**src/rtl/echo_gate_pkg.sv**
```systemverilog
package echo_gate_pkg;
  typedef enum logic [1:0] {
    ST_IDLE  = 2'd0,
    ST_RUN   = 2'd1,
    ST_REARM = 2'd2
  } gateState_t;

  // strobes from control to datapath
  typedef struct packed {
    logic cntClear;    // restart elapsed-time counter
    logic candStart;   // capture start time of a new candidate
    logic stampLoad;   // publish the candidate start time
    logic rearmClear;  // restart the re-arm counter
  } gateStrobe_t;
endpackage

```
**src/rtl/echo_gate_dp.sv**
```systemverilog
module echo_gate_dp
  import echo_gate_pkg::*;
#(
  parameter int CNT_W       = 16,
  parameter int QUAL_W      = 8,
  parameter int SYNC_STAGES = 2
) (
  input  logic              clk,
  input  logic              rstN,
  input  logic              cmpIn,
  input  gateStrobe_t       strobe,
  input  logic [CNT_W-1:0]  blankLen,
  input  logic [CNT_W-1:0]  winStart,
  input  logic [CNT_W-1:0]  winEnd,
  output logic              riseSeen,
  output logic              levelHigh,
  output logic              elapsedOk,
  output logic              inBlank,
  output logic              inWindow,
  output logic [QUAL_W:0]   runNext,
  output logic [CNT_W-1:0]  rearmCnt,
  output logic [CNT_W-1:0]  stampOut
);
  // latency from raw sample to synchronized level, in counter steps
  localparam int LAT = SYNC_STAGES - 1;
  localparam logic [CNT_W-1:0] LAT_C = CNT_W'(LAT);

  logic [SYNC_STAGES-1:0] syncQ;
  logic                   prevLevel;
  logic [CNT_W-1:0]       cnt;
  logic [CNT_W-1:0]       elapsed;
  logic [QUAL_W-1:0]      runLen;
  logic [CNT_W-1:0]       candStamp;

  always_ff @(posedge clk or negedge rstN) begin
    if (!rstN) begin
      syncQ     <= '0;
      prevLevel <= 1'b0;
    end else begin
      syncQ     <= {syncQ[SYNC_STAGES-2:0], cmpIn};
      prevLevel <= syncQ[SYNC_STAGES-1];
    end
  end

  assign levelHigh = syncQ[SYNC_STAGES-1];
  assign riseSeen  = levelHigh && !prevLevel;

  // elapsed-time counter, saturating
  always_ff @(posedge clk or negedge rstN) begin
    if (!rstN)                cnt <= '0;
    else if (strobe.cntClear) cnt <= '0;
    else if (cnt != '1)       cnt <= cnt + 1'b1;
  end

  // corrected start time of the raw edge now seen at the synchronizer output
  assign elapsed   = cnt - LAT_C;
  assign elapsedOk = (cnt >= LAT_C);
  assign inBlank   = (elapsed < blankLen);
  assign inWindow  = (elapsed >= winStart) && (elapsed < winEnd);

  // run length of the current candidate
  always_ff @(posedge clk or negedge rstN) begin
    if (!rstN)                              runLen <= '0;
    else if (strobe.candStart)              runLen <= QUAL_W'(1);
    else if (levelHigh && (runLen != '1))   runLen <= runLen + 1'b1;
  end
  assign runNext = {1'b0, runLen} + {{QUAL_W{1'b0}}, 1'b1};

  always_ff @(posedge clk or negedge rstN) begin
    if (!rstN) begin
      candStamp <= '0;
      stampOut  <= '0;
    end else begin
      if (strobe.candStart) candStamp <= elapsed;
      if (strobe.stampLoad) stampOut  <= strobe.candStart ? elapsed : candStamp;
    end
  end

  always_ff @(posedge clk or negedge rstN) begin
    if (!rstN)                  rearmCnt <= '0;
    else if (strobe.rearmClear) rearmCnt <= '0;
    else if (rearmCnt != '1)    rearmCnt <= rearmCnt + 1'b1;
  end
endmodule

```
**src/rtl/echo_gate_ctrl.sv**
```systemverilog
module echo_gate_ctrl
  import echo_gate_pkg::*;
#(
  parameter int CNT_W  = 16,
  parameter int QUAL_W = 8
) (
  input  logic              clk,
  input  logic              rstN,
  input  logic              txTrig,
  input  logic              riseSeen,
  input  logic              levelHigh,
  input  logic              elapsedOk,
  input  logic              inBlank,
  input  logic              inWindow,
  input  logic [QUAL_W:0]   runNext,
  input  logic [CNT_W-1:0]  rearmCnt,
  input  logic [CNT_W-1:0]  rearmLen,
  input  logic [QUAL_W-1:0] minWidth,
  input  logic [QUAL_W-1:0] stableLen,
  output gateStrobe_t       strobe,
  output logic              evtPulse,
  output logic              validFlag,
  output logic              outsideFlag,
  output logic              overrunPulse
);
  gateState_t        state;
  logic              candValid;
  logic [QUAL_W-1:0] qualNeed;
  logic              trigAccept, watching, riseLive, startCand, markOutside, hitNow;
  logic [CNT_W:0]    rearmNext;

  assign qualNeed    = (minWidth > stableLen) ? minWidth : stableLen;
  assign trigAccept  = txTrig && (state != ST_REARM);
  assign watching    = (state == ST_RUN) && !txTrig && elapsedOk;
  assign riseLive    = watching && riseSeen && !inBlank;
  assign startCand   = riseLive && inWindow;
  assign markOutside = riseLive && !inWindow;
  assign hitNow      = (startCand && (qualNeed <= QUAL_W'(1))) ||
                       (watching && candValid && levelHigh &&
                        (runNext >= {1'b0, qualNeed}));
  assign rearmNext   = {1'b0, rearmCnt} + {{CNT_W{1'b0}}, 1'b1};

  always_comb begin
    strobe            = '0;
    strobe.cntClear   = trigAccept;
    strobe.candStart  = startCand;
    strobe.stampLoad  = hitNow;
    strobe.rearmClear = hitNow;
  end

  always_ff @(posedge clk or negedge rstN) begin
    if (!rstN) begin
      state <= ST_IDLE;
    end else if (trigAccept) begin
      state <= ST_RUN;
    end else begin
      case (state)
        ST_RUN:   if (hitNow) state <= (rearmLen == '0) ? ST_IDLE : ST_REARM;
        ST_REARM: if (rearmNext >= {1'b0, rearmLen}) state <= ST_IDLE;
        default:  state <= state;
      endcase
    end
  end

  always_ff @(posedge clk or negedge rstN) begin
    if (!rstN) begin
      candValid    <= 1'b0;
      evtPulse     <= 1'b0;
      validFlag    <= 1'b0;
      outsideFlag  <= 1'b0;
      overrunPulse <= 1'b0;
    end else begin
      evtPulse     <= hitNow;
      overrunPulse <= txTrig && (state == ST_REARM);
      if (trigAccept)      candValid <= 1'b0;
      else if (hitNow)     candValid <= 1'b0;
      else if (startCand)  candValid <= 1'b1;
      else if (!levelHigh) candValid <= 1'b0;
      if (trigAccept)  validFlag <= 1'b0;
      else if (hitNow) validFlag <= 1'b1;
      if (trigAccept)       outsideFlag <= 1'b0;
      else if (markOutside) outsideFlag <= 1'b1;
    end
  end

  AST_SINGLE_PULSE: assert property (@(posedge clk) disable iff (!rstN)
    evtPulse |=> !evtPulse);
  AST_ONE_PER_BURST: assert property (@(posedge clk) disable iff (!rstN)
    evtPulse |-> !$past(validFlag));
  AST_REARM_QUIET: assert property (@(posedge clk) disable iff (!rstN)
    (state == ST_REARM) |=> !evtPulse);
  AST_OVERRUN_HOLD: assert property (@(posedge clk) disable iff (!rstN)
    (state == ST_REARM && txTrig) |=> (overrunPulse && state != ST_RUN));
endmodule

```
**src/rtl/echo_gate.sv**
```systemverilog
module echo_gate
  import echo_gate_pkg::*;
#(
  parameter int CNT_W       = 16,
  parameter int QUAL_W      = 8,
  parameter int SYNC_STAGES = 2
) (
  input  logic              clk,
  input  logic              rstN,
  input  logic              txTrig,
  input  logic              cmpIn,
  input  logic [CNT_W-1:0]  blankLen,
  input  logic [CNT_W-1:0]  winStart,
  input  logic [CNT_W-1:0]  winEnd,
  input  logic [CNT_W-1:0]  rearmLen,
  input  logic [QUAL_W-1:0] minWidth,
  input  logic [QUAL_W-1:0] stableLen,
  output logic              evtOut,
  output logic [CNT_W-1:0]  stampOut,
  output logic              validOut,
  output logic              outsideOut,
  output logic              overrunOut
);
  gateStrobe_t      strobe;
  logic             riseSeen, levelHigh, elapsedOk, inBlank, inWindow;
  logic [QUAL_W:0]  runNext;
  logic [CNT_W-1:0] rearmCnt;

  echo_gate_dp #(.CNT_W(CNT_W), .QUAL_W(QUAL_W), .SYNC_STAGES(SYNC_STAGES)) i_dp (
    .clk(clk), .rstN(rstN), .cmpIn(cmpIn), .strobe(strobe),
    .blankLen(blankLen), .winStart(winStart), .winEnd(winEnd),
    .riseSeen(riseSeen), .levelHigh(levelHigh), .elapsedOk(elapsedOk),
    .inBlank(inBlank), .inWindow(inWindow), .runNext(runNext),
    .rearmCnt(rearmCnt), .stampOut(stampOut)
  );

  echo_gate_ctrl #(.CNT_W(CNT_W), .QUAL_W(QUAL_W)) i_ctrl (
    .clk(clk), .rstN(rstN), .txTrig(txTrig),
    .riseSeen(riseSeen), .levelHigh(levelHigh), .elapsedOk(elapsedOk),
    .inBlank(inBlank), .inWindow(inWindow), .runNext(runNext),
    .rearmCnt(rearmCnt), .rearmLen(rearmLen),
    .minWidth(minWidth), .stableLen(stableLen),
    .strobe(strobe), .evtPulse(evtOut), .validFlag(validOut),
    .outsideFlag(outsideOut), .overrunPulse(overrunOut)
  );

  // timing inputs are held steady around a burst
  AST_EVT_AFTER_BLANK: assert property (@(posedge clk) disable iff (!rstN)
    evtOut |-> (stampOut >= blankLen));
  AST_EVT_IN_WINDOW: assert property (@(posedge clk) disable iff (!rstN)
    evtOut |-> (stampOut >= winStart && stampOut < winEnd));
  AST_EMPTY_WINDOW: assert property (@(posedge clk) disable iff (!rstN)
    (winEnd <= winStart) |-> !evtOut);
endmodule

```
**config.mk**
```make
export PLATFORM = sky130hd
export DESIGN_NAME = echo_gate
export DESIGN_NICKNAME = d
export VERILOG_FILES = /design/src/rtl/echo_gate_pkg.sv /design/src/rtl/echo_gate_dp.sv /design/src/rtl/echo_gate_ctrl.sv /design/src/rtl/echo_gate.sv
export SDC_FILE = /design/constraint.sdc
export NUM_CORES = 1
export LEC_CHECK = 0
export ABC_AREA = 1
export CORE_AREA = 4 4 108 110
export CTS_BUF_LIST = sky130_fd_sc_hd__clkbuf_8
export DETAILED_ROUTE_END_ITERATION = 10
export DIE_AREA = 0 0 112 114
export PLACE_DENSITY = 0.94
export SKIP_LAST_GASP = 1
export SYNTH_ARGS = -nofsm -noshare
export SYNTH_HDL_FRONTEND = slang
export SYNTH_SLANG_ARGS = --single-unit
export TNS_END_PERCENT = 50
```
**constraint.sdc**
```tcl
create_clock -name clk -period 5.9 [get_ports clk]
set_input_delay 0.59 -clock clk [delete_from_list [all_inputs] [get_ports clk]]
set_output_delay 0.59 -clock clk [all_outputs]
set_load 0.1 [all_outputs]
```
==> results of run 1 <==
layout make-up:
class,count,share of cell area [%]
Tap cell,140,2.25
Timing Repair Buffer,104,13.3
Sequential cell,82,26.3
Clock inverter,7,1.41
Clock buffer,9,1.59
Multi-Input combinational cell,615,47.1
Inverter,167,8.10
flip-flops by register name, summed over array words and instances (netlist names):
name / count
i_dp.candStamp: 16
i_dp.cnt: 16
i_dp.rearmCnt: 16
i_dp.stampOut: 16
i_dp.runLen: 8
i_ctrl.state: 2
i_dp.syncQ: 2
i_ctrl.candValid: 1
i_ctrl.evtPulse: 1
i_ctrl.outsideFlag: 1
i_ctrl.overrunPulse: 1
i_ctrl.validFlag: 1
i_dp.prevLevel: 1
metrics by stage:
stage               hold WS (ns)  worst slack [ns]
CTS                        0.360              1.26
finish                     0.358              1.21
floorplan                  0.294              2.58
global placement           0.347              1.62
detailed placement         0.340              1.30
global route               0.362             0.760
metal layers:
metal / wire length [microns] / vias to the layer above / GRT usage (%)
li1: - / 3023 / -
met1: 6270 / 2773 / 29.0
met2: 8030 / 183 / 44.9
met3: 854 / 41 / 4.93
met4: 412 / 0 / 8.17
met5: 0 / - / 0
report_power, final:
part	leakage [uW]	internal (uW)	switching, uW
clock	0.000122	277	200
sequential	0.00107	701	115
combinational	0.00300	587	933
cells in the mapped netlist, types with 4 or more instances:
cell / number / area (sq um)
a21oi_1: 59 / 295
nor4_1: 8 / 50.1
xor2_1: 28 / 245
o21ai_2: 4 / 35.0
a31oi_1: 13 / 81.3
inv_1: 160 / 601
nand3b_1: 9 / 67.6
nand2_1: 206 / 773
nor2_1: 78 / 293
ha_1: 85 / 1060
nor3_1: 12 / 60.1
inv_2: 5 / 18.8
buf_6: 8 / 90.1
nand4_1: 23 / 144
dfrtp_1: 82 / 2050
nand2_2: 5 / 31.3
nand3_1: 28 / 140
o21a_1: 4 / 30.0
nor2_2: 5 / 31.3
o21ai_0: 23 / 115
path summary, 6_finish.rpt:
path                                from               end  cells past startpoint
setup reg to reg             i_dp.cnt[0]  i_dp.stampOut[1]                     24
max in group asynchronous           rstN       i_dp.cnt[2]                      1
hold reg to reg            i_dp.syncQ[0]     i_dp.syncQ[1]                      0
min in group asynchronous           rstN  i_dp.rearmCnt[7]                      1
setup / recovery             i_dp.cnt[0]  i_dp.stampOut[1]                     24
hold / removal             i_dp.syncQ[0]     i_dp.syncQ[1]                      0
cell families after synthesis:
family          after synthesis  share of synthesized area (%)
fa+ha+maj                    85                           16.5
simple gates                387                           26.5
buf+inv                     179                           11.4
compound gates              114                           9.91
xor+xnor                     29                           3.93
flops                        82                           31.7
worst max-delay path: stages (launching register included):
cell	delay [ns]
dfrtp_1	0.47
inv_1	0.18
ha_1	0.23
nand2_2	0.07
nor2_2	0.17
nand2_1	0.13
nor3_2	0.17
nand2_1	0.11
nor2_1	0.14
nand3_1	0.09
o21ai_0	0.17
inv_1	0.16
ha_1	0.30
nand2_1	0.07
nor3_1	0.26
nand3_1	0.11
nand3_1	0.11
nand2_1	0.10
nor2_2	0.09
buf_4	0.27
nand3_2	0.12
nand2_2	0.64
inv_1	0.21
nand2_1	0.12
nand2_1	0.06
==> out/metrics.csv, run 1 <==
stage,metric,value,unit
outcome,status,finished clean,
floorplan,Starting Density,60.4,%
cells_and_area,post-route cell area,7800,sq um
cells_and_area,"commonest non-fill, non-tap cell in the layout",nand2_1,
timing,"Slew Viols, Final",0,
synth,Yosys Warn Count,0,
timing,Fin. Hold Viols,0,
synth,Synth Net Count,1045,
critical_path,Critical Path RT,6.14,ns
place,port buffer count,103,
global_route,all-layer global routing usage,24.6,%
global_route,vias in the first global route,5889,
timing,final setup violation count,0,
cells_and_area,Multi-input gate area,3670,sq um
timing,Setup TNS,0,ns
cells_and_area,synth-to-layout area growth,20.7,%
cts,CTS hold repair buffers,0,
route,Post-DRT Antenna Nets,0,
job,Max-cap violations,0,
floorplan,# rows,38,
place,Area after DPL,7570,sq um
cells_and_area,fill count,795,
cts,H-tree depth,3,
timing,Fmax,213,MHz
power_and_ir_drop,leakage,0.00419,uW
timing,min Tclk post-route,4.69,ns
global_route,total gr overflow,0,
timing,Worst Skew,0.00847,ns
critical_path,R2R setup slack,1.21,ns
route,Via-to-Cell Ratio,5.36,
route,drt pass-1 iters,5,
synth,"flops & latches, synth",82,
cts,post-cts resize count,0,
synth,"Seq/Total Area, Yosys",31.7,%
route,via count,6020,
floorplan,Top-Level Pins,104,
place,DP Cell Count,1108,
cts,"Reg clk slew, reported paths",0.08,ns
critical_path,Crit Path Class,register to register,
floorplan,Die ar.,12800,sq um
critical_path,Worst Path Arrival,4.93,ns
synth,Syn Area/Cell,7.38,sq um
cts,TritonCTS clock tree,built,
floorplan,Core ar.,10700,sq um
global_route,antenna violations before repair,0,
cells_and_area,share of cells above drive strength 1,4.88,%
floorplan,Die H,114,microns
synth,prevailing post-synth register cell,dfrtp_1,
cells_and_area,nets,1148,
timing,RSZ-0062 raised after global routing,false,
cells_and_area,n_diodes,0,
power_and_ir_drop,Max rail drop VDD,0.000246,V
synth,Post-synth ARST share,100,%
timing,Final period util,79.5,%
place,GPL Wtd Cong,0.932,
route,Total Wirelength,15600,microns
synth,Post-synth EDFFs,0,
cells_and_area,FF/Latch Area,2050,sq um
synth,count of cell types in the netlist,40,
route,WL/cell,13.9,microns
global_route,first-pass GRT wire length,25900,microns
cts,post-CTS setup buffers,0,
cts,Clock Root Buffer,clkbuf_8,
synth,Synth Cell Area,6460,sq um
timing,Slew headroom,33.5,%
cts,Sinks on Clock Net,82,
cells_and_area,most frequent cells in the layout,"nand2_1, inv_1, clkdlybuf4s50_1, ha_1, dfrtp_1",
timing,slew at the pin closest to its max-slew limit,0.998,ns
critical_path,critical path startpoint category,register,
cts,worst-case clock buffer depth,2,
critical_path,crit path max fanout,48,
cells_and_area,Non-Filler Instances,1124,
cells_and_area,utilization after layout,72.9,%
global_route,largest net degree at the start of global routing,83,
place,Post-DP HPWL,12500,microns
route,drc violations,0,
synth,Syn Inst Count,876,
cts,CTS buffer count,9,
power_and_ir_drop,"Power, Total",2810,uW
cts,Clock Latency Late Sink,0.35,ns
route,DRT iter0 DRCs,448,
critical_path,Crit. End Element,register,
min_path,HP Class,register to register,
floorplan,die width,112,microns
power_and_ir_drop,Power Density,361,nW/um^2
Power figures use the tool's default switching activity.
==> run 2, diff against run 1 <==
--- a/config.mk
+++ b/config.mk
@@ -6,11 +6,11 @@
 export NUM_CORES = 1
 export LEC_CHECK = 0
 export ABC_AREA = 1
-export CORE_AREA = 4 4 108 110
+export CORE_AREA = 4 4 113 115
 export CTS_BUF_LIST = sky130_fd_sc_hd__clkbuf_8
 export DETAILED_ROUTE_END_ITERATION = 10
-export DIE_AREA = 0 0 112 114
-export PLACE_DENSITY = 0.94
+export DIE_AREA = 0 0 117 119
+export PLACE_DENSITY = 0.87
 export SKIP_LAST_GASP = 1
 export SYNTH_ARGS = -nofsm -noshare
 export SYNTH_HDL_FRONTEND = slang
==> constraint.sdc (replaced) <==
create_clock -name clk -period 4.6 [get_ports clk]
set_input_delay 0.46 -clock clk [delete_from_list [all_inputs] [get_ports clk]]
set_output_delay 0.46 -clock clk [all_outputs]
set_load 0.1 [all_outputs]
==> out/metrics.csv, run 2 (synthesis results as in run 1) <==
stage,metric,value,unit,change
outcome,status,finished clean,,
critical_path,critical path startpoint category,register,,
cells_and_area,nets,1150,,+0.17%
cts,worst-case clock buffer depth,2,,unchanged
timing,Fin. Hold Viols,0,,unchanged
place,Post-DP HPWL,12400,microns,-0.65%
timing,Setup TNS,0,ns,unchanged
floorplan,Die ar.,13900,sq um,+9.0%
critical_path,Crit. End Element,register,,
route,Post-DRT Antenna Nets,0,,unchanged
global_route,antenna violations before repair,0,,unchanged
timing,min Tclk post-route,4.09,ns,-0.601 ns
place,port buffer count,103,,unchanged
cells_and_area,post-route cell area,7830,sq um,+0.29%
cts,post-CTS setup buffers,0,,unchanged
power_and_ir_drop,leakage,0.00420,uW,+0.17%
cts,H-tree depth,3,,unchanged
route,drt pass-1 iters,6,,+1
floorplan,Die H,119,microns,+4.4%
floorplan,# rows,40,,+5.3%
critical_path,Critical Path RT,4.87,ns,-1.27 ns
cts,TritonCTS clock tree,built,,
cts,CTS hold repair buffers,0,,unchanged
route,drc violations,0,,unchanged
power_and_ir_drop,Flop pwr share,29.4,%,+0.4 points
cts,Clock Root Buffer,clkbuf_8,,
floorplan,die width,117,microns,+4.5%
timing,"Slew Viols, Final",0,,unchanged
power_and_ir_drop,Sw Pwr,1590,uW,+27%
critical_path,Crit Path Class,register to register,,
cts,CTS buffer count,9,,unchanged
timing,Worst Skew,0.0110,ns,+0.00257 ns
power_and_ir_drop,switching share of power,44.6,%,+0.22 points
cells_and_area,n_diodes,0,,unchanged
power_and_ir_drop,Cell Int Power,1970,uW,+26%
timing,Fmax,245,MHz,+15%
timing,Final period util,88.9,%,+9.4 points
cells_and_area,most frequent cells in the layout,"nand2_1, inv_1, clkdlybuf4s50_1, ha_1, dfrtp_1",,
route,DRT iter0 DRCs,342,,-24%
cells_and_area,share of cells above drive strength 1,5.27,%,+0.40 points
floorplan,Core ar.,11800,sq um,+10%
floorplan,Top-Level Pins,104,,unchanged
cts,Clock Latency Late Sink,0.35,ns,about the same
timing,final setup violation count,0,,unchanged
global_route,vias in the first global route,5701,,-3.2%
timing,slew at the pin closest to its max-slew limit,1.00,ns,+0.00593 ns
cts,"Reg clk slew, reported paths",0.09,ns,about the same
critical_path,Worst Path Arrival,4.35,ns,-0.58 ns
cts,post-cts resize count,0,,unchanged
route,via count,5916,,-1.7%
place,Area after DPL,7590,sq um,+0.31%
cells_and_area,"commonest non-fill, non-tap cell in the layout",nand2_1,,
global_route,largest net degree at the start of global routing,83,,unchanged
cts,Sinks on Clock Net,82,,unchanged
timing,RSZ-0062 raised after global routing,false,,
power_and_ir_drop,"Power, Total",3560,uW,+27%
cells_and_area,synth-to-layout area growth,21.0,%,
power_and_ir_drop,Power Density,455,nW/um^2,+26%
route,Via-to-Cell Ratio,5.22,,-2.5%
global_route,all-layer global routing usage,22.4,%,-2.1 points
power_and_ir_drop,Logic pwr share,53.8,%,-0.2 points
global_route,first-pass GRT wire length,25300,microns,-2.3%
route,WL/cell,13.5,microns,-2.7%
route,Total Wirelength,15300,microns,-1.9%
power_and_ir_drop,Clock power frac,16.8,%,-0.2 points
floorplan,Starting Density,54.7,%,-5.7 points
place,GPL Wtd Cong,0.879,,-5.6%
timing,Slew headroom,33.1,%,-0.40 points
min_path,HP Class,primary input to asynchronous set/reset pin,,
critical_path,crit path max fanout,23,,-52%
global_route,total gr overflow,0,,unchanged
job,Max-cap violations,0,,unchanged
power_and_ir_drop,Max rail drop VDD,0.000286,V,+16%
## run 2: layout make-up
cell class                 instances  area [sq um]
fill                            1006          3990
clock inverter                     6          95.1
inverter                         167           632
clock buffer                      10           138
sequential                        82          2050
multi-input combinational        615          3670
timing repair buffer             106          1050
tap                              147           184
## run 2: path summary, 6_finish.rpt
path	end	depth (start not counted)	slack (ns)	start
max	i_dp.stampOut[4]	23	0.51	i_dp.cnt[0]
min	i_dp.rearmCnt[6]	1	0.27	rstN
max reg2reg	i_dp.stampOut[4]	23	0.51	i_dp.cnt[0]
min reg2reg	i_dp.syncQ[1]	0	0.36	i_dp.syncQ[0]
max in group asynchronous	i_dp.cnt[13]	1	3.69	rstN
min in group clk	i_dp.syncQ[1]	0	0.36	i_dp.syncQ[0]
## run 2: metrics by stage
stage | hold slack [ns] | util, % | setup WS, ns | std cells
6_report | 0.267 | 66.3 | 0.510 | 1133
5_1_grt | 0.339 | 66.3 | 0.132 | 1133
4_1_cts | 0.304 | 66.3 | 0.513 | 1133
3_5_place_dp | 0.336 | 64.3 | 0.562 | 1117
3_3_place_gp | 0.335 | 64.3 | 0.808 | 1117
2_1_floorplan | 0.164 | - | 1.28 | 876
## run 2: power groups by stage
stage	combinational (uW)	clock, uW	sequential, uW
after floorplan	1380	0	1050
after global placement	1820	0	1050
after CTS	1920	605	1040
after detailed placement	1910	0	1060
after global routing	2220	642	1070
final	1920	598	1050
## run 2: worst max-delay path: stages (launching register included)
cell,delay [ns]
dfrtp_1,0.47
inv_1,0.17
ha_1,0.23
nand2_2,0.07
nor2_2,0.15
nand2_1,0.13
nor3_2,0.17
nand2_1,0.11
nor2_1,0.14
nand3_1,0.08
o21ai_0,0.16
inv_1,0.15
ha_1,0.30
nand2_1,0.07
nor3_1,0.24
nand3_1,0.10
nand3_1,0.12
nand2_1,0.10
nor2_2,0.13
nand3_2,0.10
nand2_2,0.34
buf_4,0.25
nor2_1,0.05
a31oi_1,0.16
## run 2: routing by layer
layer,vias up,track usage [%],part of all wire (%)
met5,-,0,0
met4,0,6.24,2.4
met3,33,4.67,4.8
met2,162,39.8,51
met1,2690,27.1,42
li1,3031,-,-
